==> src/rtl/xc_pkg.sv <==
package xc_pkg;
  localparam int XC_ID_W   = 4;
  localparam int XC_ADDR_W = 3;
  localparam logic [XC_ADDR_W-1:0] A_SP   = 3'd4;
  localparam logic [XC_ADDR_W-1:0] A_LINK = 3'd5;
  localparam logic [XC_ADDR_W-1:0] A_STAT = 3'd6;
  localparam logic [XC_ADDR_W-1:0] A_CMD  = 3'd7;
  localparam int ST_HWFIN = 0;
  localparam int ST_SWREQ = 1;
  localparam int ST_ID_LSB = 4;
  localparam int ST_BUSY  = 8;
  localparam int ST_OVF   = 9;
  localparam logic [1:0] OP_CALL  = 2'b01;
  localparam logic [1:0] OP_SWFIN = 2'b10;
  typedef enum logic [1:0] {XC_IDLE, XC_RUN, XC_SWWAIT} xc_state_e;
endpackage

==> src/rtl/xc_callstack.sv <==
module xc_callstack #(
  parameter int ID_W  = 4,
  parameter int DEPTH = 4,
  localparam int CNT_W = $clog2(DEPTH + 1),
  localparam int IDX_W = $clog2(DEPTH)
) (
  input  logic             clk,
  input  logic             rst,
  input  logic             push,
  input  logic             pop,
  input  logic [ID_W-1:0]  push_id,
  output logic [ID_W-1:0]  top_id,
  output logic [CNT_W-1:0] cnt,
  output logic             empty,
  output logic             full
);
  logic [ID_W-1:0]  mem_q [DEPTH];
  logic [CNT_W-1:0] cnt_q;

  assign cnt    = cnt_q;
  assign empty  = (cnt_q == '0);
  assign full   = (cnt_q == CNT_W'(DEPTH));
  assign top_id = mem_q[IDX_W'(cnt_q - CNT_W'(1))];

  always_ff @(posedge clk) begin
    if (push && !full) mem_q[IDX_W'(cnt_q)] <= push_id;
  end

  always_ff @(posedge clk) begin
    if (rst) cnt_q <= '0;
    else if (push && !full) cnt_q <= cnt_q + CNT_W'(1);
    else if (pop && !empty) cnt_q <= cnt_q - CNT_W'(1);
  end
endmodule

==> src/rtl/xc_hostregs.sv <==
module xc_hostregs
  import xc_pkg::*;
#(
  parameter int DATA_W = 32
) (
  input  logic                 clk,
  input  logic                 rst,
  input  logic                 we,
  input  logic [XC_ADDR_W-1:0] addr,
  input  logic [DATA_W-1:0]    wdata,
  input  logic                 link_we,
  input  logic [DATA_W-1:0]    link_val,
  input  logic                 set_hwfin,
  input  logic                 set_swreq,
  input  logic [XC_ID_W-1:0]   swreq_id,
  input  logic                 set_busy,
  input  logic                 set_ovf,
  output logic [DATA_W-1:0]    rdata,
  output logic [4*DATA_W-1:0]  arg_flat,
  output logic [DATA_W-1:0]    sp,
  output logic [DATA_W-1:0]    link,
  output logic                 hwfin_q,
  output logic                 swreq_q,
  output logic                 busy_q,
  output logic                 ovf_q,
  output logic                 irq
);
  logic [DATA_W-1:0]  arg_q [4];
  logic [XC_ID_W-1:0] swid_q;
  logic [DATA_W-1:0]  stat_w;
  logic               ack;

  assign ack = we && (addr == A_STAT);
  assign irq = hwfin_q | swreq_q;

  for (genvar g = 0; g < 4; g++) begin : g_arg
    assign arg_flat[g*DATA_W +: DATA_W] = arg_q[g];
    always_ff @(posedge clk) begin
      if (rst) arg_q[g] <= '0;
      else if (we && addr == XC_ADDR_W'(g)) arg_q[g] <= wdata;
    end
  end

  always_ff @(posedge clk) begin
    if (rst) begin
      sp   <= '0;
      link <= '0;
    end else begin
      if (we && addr == A_SP) sp <= wdata;
      if (link_we) link <= link_val;
      else if (we && addr == A_LINK) link <= wdata;
    end
  end

  always_ff @(posedge clk) begin
    if (rst) begin
      hwfin_q <= 1'b0;
      swreq_q <= 1'b0;
      swid_q  <= '0;
      busy_q  <= 1'b0;
      ovf_q   <= 1'b0;
    end else begin
      if (ack && wdata[ST_HWFIN]) hwfin_q <= 1'b0;
      if (ack && wdata[ST_SWREQ]) begin
        swreq_q <= 1'b0;
        swid_q  <= '0;
      end
      if (ack && wdata[ST_BUSY]) busy_q <= 1'b0;
      if (ack && wdata[ST_OVF])  ovf_q  <= 1'b0;
      if (set_hwfin) hwfin_q <= 1'b1;
      if (set_swreq) begin
        swreq_q <= 1'b1;
        swid_q  <= swreq_id;
      end
      if (set_busy) busy_q <= 1'b1;
      if (set_ovf)  ovf_q  <= 1'b1;
    end
  end

  always_comb begin
    stat_w = '0;
    stat_w[ST_HWFIN] = hwfin_q;
    stat_w[ST_SWREQ] = swreq_q;
    stat_w[ST_ID_LSB +: XC_ID_W] = swid_q;
    stat_w[ST_BUSY] = busy_q;
    stat_w[ST_OVF]  = ovf_q;
  end

  always_ff @(posedge clk) begin
    if (rst) rdata <= '0;
    else begin
      case (addr)
        3'd0, 3'd1, 3'd2, 3'd3: rdata <= arg_q[addr[1:0]];
        A_SP:   rdata <= sp;
        A_LINK: rdata <= link;
        A_STAT: rdata <= stat_w;
        default: rdata <= '0;
      endcase
    end
  end
endmodule

==> src/rtl/xc_seq.sv <==
module xc_seq
  import xc_pkg::*;
#(
  parameter int N_ACC = 4,
  parameter int CNT_W = 3
) (
  input  logic               clk,
  input  logic               rst,
  input  logic               cmd_call,
  input  logic               cmd_swfin,
  input  logic [XC_ID_W-1:0] cmd_id,
  input  logic [N_ACC-1:0]   acc_done,
  input  logic               req_valid,
  input  logic               req_sw,
  input  logic [XC_ID_W-1:0] req_id,
  input  logic [XC_ID_W-1:0] st_top,
  input  logic [CNT_W-1:0]   st_cnt,
  input  logic               st_empty,
  input  logic               st_full,
  output logic               st_push,
  output logic               st_pop,
  output logic [XC_ID_W-1:0] st_push_id,
  output logic               link_we,
  output logic               set_hwfin,
  output logic               set_swreq,
  output logic               set_busy,
  output logic               set_ovf,
  output logic [N_ACC-1:0]   acc_start
);
  xc_state_e          state_q, state_n;
  logic [XC_ID_W-1:0] act_q, act_n;
  logic [N_ACC-1:0]   start_n;
  logic               call_ok, req_go, done_hit;

  function automatic logic [N_ACC-1:0] onehot_of(input logic [XC_ID_W-1:0] id);
    logic [N_ACC-1:0] v;
    v = '0;
    for (int i = 0; i < N_ACC; i++) if (id == XC_ID_W'(i + 1)) v[i] = 1'b1;
    return v;
  endfunction

  assign call_ok  = cmd_call && (onehot_of(cmd_id) != '0);
  assign req_go   = req_valid && (req_sw ? (req_id != '0) : (onehot_of(req_id) != '0));
  assign done_hit = |(acc_done & onehot_of(act_q));

  always_comb begin
    state_n    = state_q;
    act_n      = act_q;
    start_n    = '0;
    st_push    = 1'b0;
    st_pop     = 1'b0;
    st_push_id = '0;
    link_we    = 1'b0;
    set_hwfin  = 1'b0;
    set_swreq  = 1'b0;
    set_busy   = 1'b0;
    set_ovf    = 1'b0;
    case (state_q)
      XC_IDLE: if (call_ok) begin
        act_n   = cmd_id;
        start_n = onehot_of(cmd_id);
        state_n = XC_RUN;
      end
      XC_RUN: begin
        set_busy = call_ok;
        if (done_hit) begin
          if (st_empty || st_top == '0) begin
            st_pop    = !st_empty;
            set_hwfin = 1'b1;
            act_n     = '0;
            state_n   = (st_cnt > CNT_W'(1)) ? XC_SWWAIT : XC_IDLE;
          end else begin
            st_pop  = 1'b1;
            act_n   = st_top;
            start_n = onehot_of(st_top);
          end
        end else if (req_go) begin
          if (st_full) set_ovf = 1'b1;
          else begin
            st_push    = 1'b1;
            st_push_id = act_q;
            if (req_sw) begin
              link_we   = 1'b1;
              set_swreq = 1'b1;
              act_n     = '0;
              state_n   = XC_SWWAIT;
            end else begin
              act_n   = req_id;
              start_n = onehot_of(req_id);
            end
          end
        end
      end
      XC_SWWAIT: begin
        if (cmd_swfin) begin
          st_pop  = 1'b1;
          act_n   = st_top;
          start_n = onehot_of(st_top);
          state_n = XC_RUN;
        end else if (call_ok) begin
          if (st_full) set_ovf = 1'b1;
          else begin
            st_push = 1'b1;
            act_n   = cmd_id;
            start_n = onehot_of(cmd_id);
            state_n = XC_RUN;
          end
        end
      end
      default: state_n = XC_IDLE;
    endcase
  end

  always_ff @(posedge clk) begin
    if (rst) begin
      state_q   <= XC_IDLE;
      act_q     <= '0;
      acc_start <= '0;
    end else begin
      state_q   <= state_n;
      act_q     <= act_n;
      acc_start <= start_n;
    end
  end
endmodule

==> src/rtl/xcall_ctrl.sv <==
module xcall_ctrl
  import xc_pkg::*;
#(
  parameter int DATA_W    = 32,
  parameter int N_ACC     = 4,
  parameter int STK_DEPTH = 4
) (
  input  logic                 clk,
  input  logic                 rst,
  input  logic                 host_we,
  input  logic [2:0]           host_addr,
  input  logic [DATA_W-1:0]    host_wdata,
  output logic [DATA_W-1:0]    host_rdata,
  output logic                 irq,
  output logic [4*DATA_W-1:0]  arg_flat,
  output logic [DATA_W-1:0]    sp_out,
  output logic [DATA_W-1:0]    link_out,
  output logic [N_ACC-1:0]     acc_start,
  input  logic [N_ACC-1:0]     acc_done,
  input  logic                 acc_req_valid,
  input  logic                 acc_req_sw,
  input  logic [3:0]           acc_req_id,
  input  logic [DATA_W-1:0]    acc_req_ret
);
  localparam int CNT_W = $clog2(STK_DEPTH + 1);

  logic               cmd_call, cmd_swfin;
  logic               st_push, st_pop, st_empty, st_full;
  logic [XC_ID_W-1:0] st_push_id, st_top;
  logic [CNT_W-1:0]   st_cnt;
  logic               link_we, set_hwfin, set_swreq, set_busy, set_ovf;
  logic               hwfin_q, swreq_q, busy_q, ovf_q;

  assign cmd_call  = host_we && host_addr == A_CMD && host_wdata[1:0] == OP_CALL;
  assign cmd_swfin = host_we && host_addr == A_CMD && host_wdata[1:0] == OP_SWFIN;

  xc_callstack #(.ID_W(XC_ID_W), .DEPTH(STK_DEPTH)) u_stack (
    .clk(clk), .rst(rst), .push(st_push), .pop(st_pop), .push_id(st_push_id),
    .top_id(st_top), .cnt(st_cnt), .empty(st_empty), .full(st_full)
  );

  xc_seq #(.N_ACC(N_ACC), .CNT_W(CNT_W)) u_seq (
    .clk(clk), .rst(rst), .cmd_call(cmd_call), .cmd_swfin(cmd_swfin),
    .cmd_id(host_wdata[ST_ID_LSB +: XC_ID_W]), .acc_done(acc_done),
    .req_valid(acc_req_valid), .req_sw(acc_req_sw), .req_id(acc_req_id),
    .st_top(st_top), .st_cnt(st_cnt), .st_empty(st_empty), .st_full(st_full),
    .st_push(st_push), .st_pop(st_pop), .st_push_id(st_push_id),
    .link_we(link_we), .set_hwfin(set_hwfin), .set_swreq(set_swreq),
    .set_busy(set_busy), .set_ovf(set_ovf), .acc_start(acc_start)
  );

  xc_hostregs #(.DATA_W(DATA_W)) u_regs (
    .clk(clk), .rst(rst), .we(host_we), .addr(host_addr), .wdata(host_wdata),
    .link_we(link_we), .link_val(acc_req_ret),
    .set_hwfin(set_hwfin), .set_swreq(set_swreq), .swreq_id(acc_req_id),
    .set_busy(set_busy), .set_ovf(set_ovf),
    .rdata(host_rdata), .arg_flat(arg_flat), .sp(sp_out), .link(link_out),
    .hwfin_q(hwfin_q), .swreq_q(swreq_q), .busy_q(busy_q), .ovf_q(ovf_q),
    .irq(irq)
  );
endmodule

==> config.mk <==
export PLATFORM = sky130hd
export DESIGN_NAME = xcall_ctrl
export DESIGN_NICKNAME = d
export VERILOG_FILES = /design/src/rtl/xc_pkg.sv /design/src/rtl/xc_callstack.sv /design/src/rtl/xc_hostregs.sv /design/src/rtl/xc_seq.sv /design/src/rtl/xcall_ctrl.sv
export SDC_FILE = /design/constraint.sdc
export NUM_CORES = 1
export LEC_CHECK = 0
export ABC_CLOCK_PERIOD_IN_PS = 6200
export BUFFER_PORTS_ARGS = -buffer_cell sky130_fd_sc_hd__buf_4
export CAP_MARGIN = 10
export CORE_AREA = 2 2 149 151
export CTS_BUF_LIST = sky130_fd_sc_hd__clkbuf_16
export CTS_CLUSTER_DIAMETER = 200
export DETAILED_ROUTE_END_ITERATION = 7
export DIE_AREA = 0 0 151 153
export GPL_TIMING_DRIVEN = 0
export PLACE_DENSITY = 0.95
export SYNTH_ARGS = -nofsm -noshare
export SYNTH_HDL_FRONTEND = slang
export SYNTH_HIERARCHICAL = 1
export SYNTH_SLANG_ARGS = --single-unit
==> constraint.sdc <==
create_clock -name clk -period 6.2 [get_ports clk]
set_input_delay 0.62 -clock clk [delete_from_list [all_inputs] [get_ports clk]]
set_output_delay 0.62 -clock clk [all_outputs]
set_load 0.01 [all_outputs]
==> results of run 1 <==
==> cells in the mapped netlist, types with 12 or more instances <==
library cell / number / area (µm²)
edfxtp_1: 144 / 4320
nand2_1: 72 / 270
a221oi_1: 20 / 175
o21ai_1: 27 / 135
o22a_1: 24 / 210
buf_6: 18 / 203
and2_1: 134 / 838
buf_2: 24 / 120
o21ai_0: 13 / 65.1
clkbuf_1: 20 / 75.1
and3_1: 13 / 81.3
a21oi_1: 37 / 185
inv_1: 14 / 52.6
mux2i_1: 110 / 1100
nor3_1: 26 / 130
nor2_1: 26 / 97.6
a221o_1: 12 / 120
dfxtp_1: 117 / 2340
==> layout make-up <==
cell class,count,share of cell area
well taps,280,0.0226
clock inverters,22,0.00978
flip-flops and latches,261,0.431
diodes,2,0.000323
repair buffers,308,0.149
clock buffers,27,0.0436
plain buffers,70,0.0288
multi-input cells,661,0.312
inverters,14,0.00339
==> state kept, by name (all words and copies together), names as in the netlist, 2 cells and up <==
name and cells:
u_regs/link 32, u_regs/rdata 32, u_stack/cnt 3, u_regs/arg_q 128, u_seq/acc_start 4, u_regs/swid_q 4, u_regs/sp 32, u_seq/state_q 2
u_stack/mem_q 16, u_seq/act_q 4
==> power by group <==
part	internal [mW]	total [mW]	leakage (nW)	switching [mW]
combinational	0.269	0.623	3.60	0.354
sequential	1.92	1.99	2.30	0.0717
clock	0.840	1.51	0.424	0.674
==> routing by layer <==
| metal | vias to the layer above | global-route usage |
|---|---|---|
| li1 | 4397 | - |
| met1 | 4864 | 0.406 |
| met2 | 729 | 0.578 |
| met3 | 176 | 0.0910 |
| met4 | 0 | 0.195 |
| met5 | - | 0 |
==> cell families (layout without fill, tap and decap cells) <==
logic type | count (synthesis) | in the layout | synth area share
and+or+nand+nor | 342 | 342 | 0.168
DFF | 261 | 261 | 0.556
AOI/OAI and AO/OA | 186 | 186 | 0.116
muxes | 122 | 122 | 0.107
buffers and inverters | 84 | 441 | 0.0416
adders and majority gates | 11 | 11 | 0.0115
other | 0 | 2 | 0
==> placed cells by master (no fill, tap or decap), types with 27 or more instances in the layout <==
master	n
mux2i_1	110
clkbuf_16	27
o21ai_1	27
nand2_1	72
and2_1	134
buf_4	313
a21oi_1	37
edfxtp_1	144
dfxtp_1	117
==> worst max-delay path: cells and delay by family, from the launching register on <==
kind	cells	cell delay, ps
AND/OR/NAND/NOR	6	1400
buffers and inverters	5	1720
AO/OA/AOI/OAI	1	220
flip-flops	1	360
adder cells (fa/ha/maj)	1	250
==> how the worst max path moves through the flow <==
stage                     cells after the start           start               to  slack [ps]
after detailed placement                     13  u_stack/cnt[0]  u_regs/link[16]        2360
final                                        13  u_stack/cnt[0]  u_regs/link[27]        2180
after global placement                       11   acc_req_id[0]  u_regs/link[10]        2420
after global routing                         13  u_stack/cnt[0]   u_regs/link[6]        1910
after floorplan                              12  u_stack/cnt[0]  u_regs/link[15]        3410
after CTS                                    13  u_stack/cnt[0]   u_regs/link[6]        2330
==> stage by stage <==
stage               setup WS (ps)  power (mW)  std cells   util  hold slack, ps
finish                       2180        4.13       1645  0.721             322
global placement             2420        2.62       1594  0.682             456
detailed placement           2360        2.64       1594  0.682             458
CTS                          2330        4.12       1643  0.720             305
floorplan                    3410        2.32       1006      -             469
global route                 1910        4.25       1644  0.721             309
==> summary.md, run 1 <==
| Metric | Value |
|---|---|
| Outcome | finished, final reports clean |
| CP Class | reg -> reg |
| Met3 WL | about 4.8 mm |
| Uppermost routed layer | met4 |
| EDFF count, synth | about 140 |
| I/O pin cnt | 309 |
| Post-route cell area | 15500 µm² |
| CTS H-Tree Depth | 1 |
| Critical path fanouts, max | 10 |
| Starting DRT DRC Count | ~950 |
| Input/output buffers | 308 |
| Count of unique library cells instantiated by Yosys | 71 |
| Final setup vio count | 0 |
| Share of cells above drive strength 1 | 0.330 |
| DRT Pass-1 Iters | 5 |
| Area Overhead vs Synth | 29.1% |
| Clock Sink Count | about 260 |
| Clock Tree Buf Depth | 3 |
| Synth Area per Inst | 11.9 µm² |
| Met2 WL | 19.8 mm |
| Syn_nets | between 1k and 1.5k |
| Pwr per Cell Area | 267 nW/µm² |
| CTS Hold Buffers Added | 0 |
| Reg area | 6670 µm² |
| Worst Path Required | approximately 6700 ps |
| YS warnings | 6 |
| Vias per cell | 6.18 |
| Hold Path Cell Cnt | 2 |
| Worst EP arrival | 4480 ps |
| M1 WL | between 10 and 15 mm |
| Seq cells post-synth | between 200 and 300 |
| Critical R2R Launch | u_stack/cnt[0] |
| Global-route wire length before repair | 60.2 mm |
| Rows | 54 |
| Post-cts repair resize count | 0 |
| Grt ovf | 0 |
| DR WL/cell | between 20 and 30 µm |
| Worst-Margin Slew | 1190 ps |
| Hold Path End | u_regs/link[22] |
| Antenna violations before repair | 2 |
| Post-Route WL | 41.4 mm |
| Fill cells | between 1k and 1.5k |
| Via count | approximately 10k |
| Post-DP HPWL | ~29 mm |
| Min-Delay Startpoint | acc_req_ret[22] |
| Core area | 21500 µm² |
| Fmax | 249 MHz |
| Max incr delay on CP | between 600 and 700 ps |
| Post-CTS Setup Repair Bufs | 0 |
| Final count of hold timing violations | 0 |
| Unrepaired setup endpoints after global routing | no |
| Async SR Flop Fraction | 0 |
| Most frequent CP cell | buf_2 |
| Root Buffer | clkbuf_16 |
| Synth Flop Type | edfxtp_1 |
| Post-route minimum period | 4020 ps |
| Die area | 23100 µm² |
| TritonCTS clock tree | built |
| CP Capture Type | flop |
| Worst R2R End | u_regs/link[27] |
| Clock transition at path regs | 60 ps |
| Placed instance area | 14700 µm² |
| Final Cycle Share | 0.648 |
| Final Max Tran Viols | 0 |
| Crit-path slowest cell | clkbuf_1 |
| Leak pwr | between 6 and 7 nW |
| Worst slew margin | 0.205 |
| Vias in the first global route | 10.0k |
| DRC violations left | 0 |
| Layout Skew | 15.0 ps |
| Horiz. Die Dim | 151 µm |
| Inserted Clock Buffers | 27 |
| Crit path cell chain | buf_2 -> inv_1 -> ha_1 -> and2_2 -> nor2_1 -> nand2b_1 -> nor3_2 -> and2_1 -> buf_2 -> nor2b_1 -> clkbuf_1 -> buf_2 -> a221o_1 |
| R2r setup slk | 2180 ps |
| Nets | 1434 |
| Tot GR Track Use | 0.348 |
| Clock insertion delay at the later pin of the skew report | around 530 ps |
| Worst IR drop on VDD | 197 µV |
| Setup TNS | 0 ps |
| Sequential share of the synthesized area | 0.556 |
| Post-route ant nets | 0 |
| R2R cell count | 13 |
| Worst Hold Class | in -> reg |
| Max-Cap Viols | 0 |
| CP Launch Type | flop |
| Area of the multi-input gates | 4820 µm² |
| Post-Synthesis Cells | between 1k and 1.5k |
| Die H | 153 µm |
| Synth Cell Area | around 12000 µm² |
| Gpl congestion | 0.895 |
| Initial core utilization | 0.558 |
| Largest net degree at the start of global routing | 33 |
(Power assumes the default switching activity.)
==> run 2: changes to the inputs <==
Settings changed: ABC_CLOCK_PERIOD_IN_PS 6200 to 3400, CORE_AREA 2 2 149 151 to 2 2 162 164, DIE_AREA 0 0 151 153 to 0 0 164 166, PLACE_DENSITY 0.95 to 0.86.
Clock period 6.2 ns to 3.4 ns, I/O delays scaled along.
==> summary.md, run 2 (same netlist as run 1, synthesis figures left out) <==
| Metric | Value |
|---|---|
| Outcome | finished, final reports clean |
| Clock Tree Buf Depth | 3 (unchanged) |
| Inserted Clock Buffers | 27 (unchanged) |
| Largest net degree at the start of global routing | 33 (unchanged) |
| Tot GR Track Use | 0.289 (-0.0589) |
| Post-route setup slack | 206 ps (-1980 ps) |
| Rows | 59 (+9.3%) |
| Worst R2R End | u_regs/link[16] |
| Worst slew margin | 0.156 (-0.0493) |
| Hold Path End | u_regs/link[10] |
| CTS Hold Buffers Added | 0 (unchanged) |
| Post-route cell area | 15600 µm² (+0.88%) |
| Worst IR drop on VDD | 431 µV (+120%) |
| Vias per cell | 5.85 (-5.4%) |
| Commonest non-fill, non-tap cell in the layout | buf_4 |
| Post-DP HPWL | 29.4 mm (+2.1%) |
| TritonCTS clock tree | built |
| Gpl congestion | 0.926 (+3.6%) |
| CP Launch Type | flop |
| Layout Skew | 8.70 ps (-6.25 ps) |
| Clock Sink Count | 261 (unchanged) |
| Worst-Margin Slew | 1270 ps (+73.9 ps) |
| Worst Hold Class | in -> reg |
| Share of cells above drive strength 1 | 0.328 (-0.00171) |
| Post-Route WL | 40.8 mm (-1.3%) |
| Setup TNS | 0 ps (unchanged) |
| Final Power | 7.70 mW (+86%) |
| Post-route minimum period | 3190 ps (-822 ps) |
| R2R cell count | 13 (unchanged) |
| Post-Layout Cell Count | 1700 (+3.3%) |
| Cell Count Post-Placement | 1649 (+3.5%) |
| Final count of hold timing violations | 0 (unchanged) |
| Most frequent cells in the layout | buf_4, edfxtp_1, and2_1 |
| Clock transition at path regs | 60 ps (about the same) |
| Critical R2R Launch | u_stack/cnt[0] |
| Clock insertion delay at the later pin of the skew report | 520 ps (about the same) |
| CP Class | reg -> reg |
| Largest Register | u_regs/arg_q |
| Antenna violations before repair | 1 (-1) |
| Unrepaired setup endpoints after global routing | no |
| R2r setup slk | 210 ps (-1980 ps) |
| DR WL/cell | 24.0 µm (-4.5%) |
| CTS H-Tree Depth | 1 (unchanged) |
| Final setup vio count | 0 (unchanged) |
| Starting DRT DRC Count | 916 (-4.0%) |
| Area Overhead vs Synth | 30.3% |
| Root Buffer | clkbuf_16 |
| Fill cells | 2046 (+41%) |
| Min-Delay Startpoint | acc_req_ret[10] |
| Placed instance area | 14700 µm² (+0.47%) |
| Fmax | 313 MHz (+26%) |
| Final Max Tran Viols | 0 (unchanged) |
| CP Capture Type | flop |
| Hold Path Cell Cnt | 2 (unchanged) |
| Global-route wire length before repair | 58.9 mm (-2.0%) |
| Die area | 27200 µm² (+18%) |
| I/O pin cnt | 309 (unchanged) |
| Critical path fanouts, max | 10 (unchanged) |
| Nets | 1435 (+0.070%) |
| Worst Path Required | 3810 ps (-2850 ps) |
| Via count | 9942 (-2.2%) |
| Initial core utilization | 0.468 (-0.0900) |
| Grt ovf | 0 (unchanged) |
| DRC violations left | 0 (unchanged) |
| Horiz. Die Dim | 164 µm (+8.6%) |
| Vias in the first global route | 9633 (-3.8%) |
| Worst EP arrival | 3600 ps (-880 ps) |
| Final Cycle Share | 0.939 (+0.292) |
| Core area | 25600 µm² (+19%) |
| Input/output buffers | 308 (unchanged) |
| Pwr per Cell Area | 493 nW/µm² (+85%) |
| Max-Cap Viols | 0 (unchanged) |
| Leak pwr | 6.38 nW (+0.89%) |
| Pre-CTS setup slack | -436 ps (-2800 ps) |
| Die H | 166 µm (+8.5%) |
| Largest register FFs | 128 (unchanged) |
| DRT Pass-1 Iters | 6 (+1) |
| Post-route ant nets | 0 (unchanged) |
==> run 2: worst max path at each step <==
stage                     slack, ps               to           start
final                           210  u_regs/link[16]  u_stack/cnt[0]
after global routing             50  u_regs/link[16]  u_stack/cnt[0]
after CTS                       150  u_regs/link[16]  u_stack/cnt[0]
after detailed placement       -440   u_regs/link[9]  u_stack/cnt[0]
after global placement         -370  u_regs/link[27]  u_stack/cnt[0]
after floorplan                 610  u_regs/link[15]  u_stack/cnt[0]
==> run 2: area by class of cell <==
| cell class | count | area (µm²) | area share |
|---|---|---|---|
| Clock buffer | 27 | 676 | 0.0433 |
| Multi-Input combinational cell | 661 | 4830 | 0.309 |
| Tap cell | 335 | 419 | 0.0268 |
| Sequential cell | 261 | 6670 | 0.427 |
| Clock inverter | 22 | 201 | 0.0129 |
| Antenna cell | 1 | 2.50 | 0.000160 |
| Buffer | 70 | 453 | 0.0290 |
| Timing Repair Buffer | 309 | 2320 | 0.148 |
| Inverter | 14 | 52.6 | 0.00336 |
==> run 2: metrics by stage <==
stage | hold WS, ps | util
global route | 31.6 | 0.610
detailed placement | 461 | 0.575
finish | 34.9 | 0.610
CTS | 27.5 | 0.610
global placement | 456 | 0.575
floorplan | 409 | -
==> run 2: metal layers <==
| metal | part of all wire | track usage |
|---|---|---|
| met1 | 0.36 | 0.352 |
| met4 | 0.044 | 0.109 |
| met2 | 0.49 | 0.501 |
| met3 | 0.10 | 0.0594 |
| met5 | 0 | 0 |
==> run 2: power by group <==
group	leakage, nW	internal (mW)	total [mW]	switching (mW)
Sequential	2.30	3.51	3.63	0.126
Clock	0.462	1.74	2.94	1.20
Combinational	3.62	0.494	1.13	0.639
==> run 2: worst max-delay path, stage by stage (launching register included) <==
cell and delay (ps):
dfxtp_1 360, buf_2 240, inv_1 120, ha_1 240, and2_2 240, nor2_1 150, nand2b_1 150, nor3_4 210
and2_1 200, buf_2 210, nor2_1 190, buf_2 290, and3_1 210, a221o_1 260
==> run 2: repair_timing <==
item | CTS | global route
setup endpoints to repair | 27 | 5
pin swaps | 1 | 0
gates resized for setup | 5 | 1
setup buffers | 1 | 0
==> run 3: changes to the inputs <==
Settings changed: CELL_PAD_IN_SITES_DETAIL_PLACEMENT from default to 0, CELL_PAD_IN_SITES_GLOBAL_PLACEMENT from default to 1, CORE_AREA 2 2 162 164 to 2 2 181 183, DIE_AREA 0 0 164 166 to 0 0 183 185, PLACE_DENSITY 0.86 to 0.87, SKIP_LAST_GASP from default to 1.
==> summary.md, run 3 (same netlist as run 1, synthesis figures left out) <==
| Metric | Value |
|---|---|
| I/O pin cnt | 309 (unchanged) |
| Tot GR Track Use | 0.236 (-0.0522) |
| Outcome | finished, final reports clean |
| Die area | 33900 µm² (+24%) |
| Hold_ws | 23.7 ps (-11.2 ps) |
| Crit-path slowest cell | dfxtp_1 |
| Inserted Clock Buffers | 29 (+7.4%) |
| DRT Pass-1 Iters | 5 (-1) |
| CP Class | reg -> reg |
| Antenna violations before repair | 2 (+1) |
| Fmax | 312 MHz (-0.24%) |
| Starting DRT DRC Count | 783 (-15%) |
| Root Buffer | clkbuf_16 |
| Largest register FFs | 128 (unchanged) |
| Unrepaired setup endpoints after global routing | no |
| Final Cycle Share | 0.942 (+0.00226) |
| DR WL/cell | 23.5 µm (-2.0%) |
| Critical path fanouts, max | 10 (unchanged) |
| Util after Layout | 0.492 (-0.117) |
| Final setup vio count | 0 (unchanged) |
| Gpl congestion | 0.875 (-5.5%) |
| Worst-Margin Slew | 1300 ps (+36.2 ps) |
| Worst Hold Class | in -> reg |
| Clock Tree Buf Depth | 3 (unchanged) |
| Largest net degree at the start of global routing | 33 (unchanged) |
| Global-route wire length before repair | 59.3 mm (+0.64%) |
| TritonCTS clock tree | built |
| Vias in the first global route | 9379 (-2.6%) |
| Pwr per Cell Area | 496 nW/µm² (+0.49%) |
| Post-DP HPWL | 30.5 mm (+3.6%) |
| Leak pwr | 6.40 nW (+0.37%) |
| Most frequent cells in the layout | buf_4, edfxtp_1, and2_1 |
| Grt ovf | 0 (unchanged) |
| CTS H-Tree Depth | 1 (unchanged) |
| Clock insertion delay at the later pin of the skew report | 560 ps (+40 ps) |
| Final count of hold timing violations | 0 (unchanged) |
| Horiz. Die Dim | 183 µm (+12%) |
| Max incr delay on CP | 350 ps (about the same) |
| Die H | 185 µm (+11%) |
| Vias per cell | 5.40 (-7.7%) |
| Area of the multi-input gates | 4830 µm² (unchanged) |
| Via count | 9603 (-3.4%) |
| Most frequent CP cell | buf_2 |
| Layout Skew | 26.1 ps (+17.4 ps) |
| Rows | 66 (+12%) |
| Core area | 32000 µm² (+25%) |
| CP Launch Type | flop |
| Post-route ant nets | 0 (unchanged) |
| Final Power | 7.82 mW (+1.5%) |
| Reg area | 6670 µm² (unchanged) |
| Largest Register | u_regs/arg_q |
| Post-route minimum period | 3200 ps (+7.67 ps) |
| Clock Sink Count | 261 (unchanged) |
| Nets | 1438 (+0.21%) |
| Input/output buffers | 308 (unchanged) |
| Max-Cap Viols | 0 (unchanged) |
| Crit path cell chain | buf_2 -> inv_1 -> ha_1 -> and2_2 -> nor2_1 -> nand2b_1 -> nor3_4 -> and2_1 -> buf_2 -> nor2_1 -> buf_2 -> and3_1 -> a221o_1 |
| Post-Route WL | 41.9 mm (+2.6%) |
| Commonest non-fill, non-tap cell in the layout | buf_4 |
| Initial core utilization | 0.374 (-0.0939) |
| Area Overhead vs Synth | 31.6% |
| CP Capture Type | flop |
| Worst slew margin | 0.132 (-0.0242) |
| Final Max Tran Viols | 0 (unchanged) |
| Worst IR drop on VDD | 346 µV (-20%) |
| Fill cells | 2886 (+41%) |
| DRC violations left | 0 (unchanged) |
| Clock transition at path regs | 60 ps (about the same) |
| Worst Path Required | 3840 ps (+30 ps) |
| Worst EP arrival | 3640 ps (+40 ps) |
| Share of cells above drive strength 1 | 0.329 (+0.000751) |
-- run 3: final timing paths --
| path | start | end | cells past startpoint | slack [ps] |
|---|---|---|---|---|
| worst max-delay path | u_stack/cnt[0] | u_regs/link[16] | 13 | 200 |
| worst min-delay path | acc_req_ret[8] | u_regs/link[8] | 2 | 20 |
| worst max register to register | u_stack/cnt[0] | u_regs/link[16] | 13 | 200 |
| worst min register to register | u_regs/sp[30] | u_regs/sp[30] | 2 | 480 |
-- run 3: critical path, delay by kind of cell, from the launching register on --
family	cells	cell delay (ps)
buffers and inverters	4	850
AOI/OAI and AO/OA	1	270
adders and majority gates	1	240
and+or+nand+nor	7	1380
DFF	1	350
-- run 3: where the power goes --
part	internal (mW)	switching [mW]	total, mW	leakage [nW]
combinational	0.494	0.642	1.14	3.62
clock	1.76	1.29	3.05	0.482
sequential	3.51	0.127	3.64	2.30
-- run 3: timing repair --
item / CTS / global route
setup endpoints to repair: 27 / 10
gates resized for setup: 4 / 2
setup buffers: 1 / 0
pin swaps: 1 / 0
hold buffers: 1 / 0
hold endpoints to repair: 1 / 0
-- run 3: through the flow --
step / cell area [µm²] / cells / TNS [ps] / setup slack [ps]
6_report: 15800 / 1779 / 0 / 198
5_1_grt: 15800 / 1778 / 0 / 33.7
4_1_cts: 15800 / 1778 / 0 / 137
3_5_place_dp: 14800 / 1722 / -6310 / -388
3_3_place_gp: 14800 / 1722 / -5320 / -373
2_1_floorplan: 12000 / 1006 / 0 / 615
-- run 3: final cells by class --
class,instances,share of cell area
Timing Repair Buffer,310,0.148
Tap cell,408,0.0324
Buffer,70,0.0287
Clock buffer,32,0.0507
Multi-Input combinational cell,661,0.306
Inverter,14,0.00333
Antenna cell,1,0.000159
Sequential cell,261,0.422
Clock inverter,22,0.00841
-- run 3: routing by layer --
layer	wire length, µm	vias up	part of all wire	global-route usage
li1	-	4402	-	-
met1	16300	4688	0.39	0.286
met2	20300	426	0.48	0.408
met3	3700	85	0.088	0.0596
met4	1580	2	0.038	0.0880
met5	16	-	0.00038	0
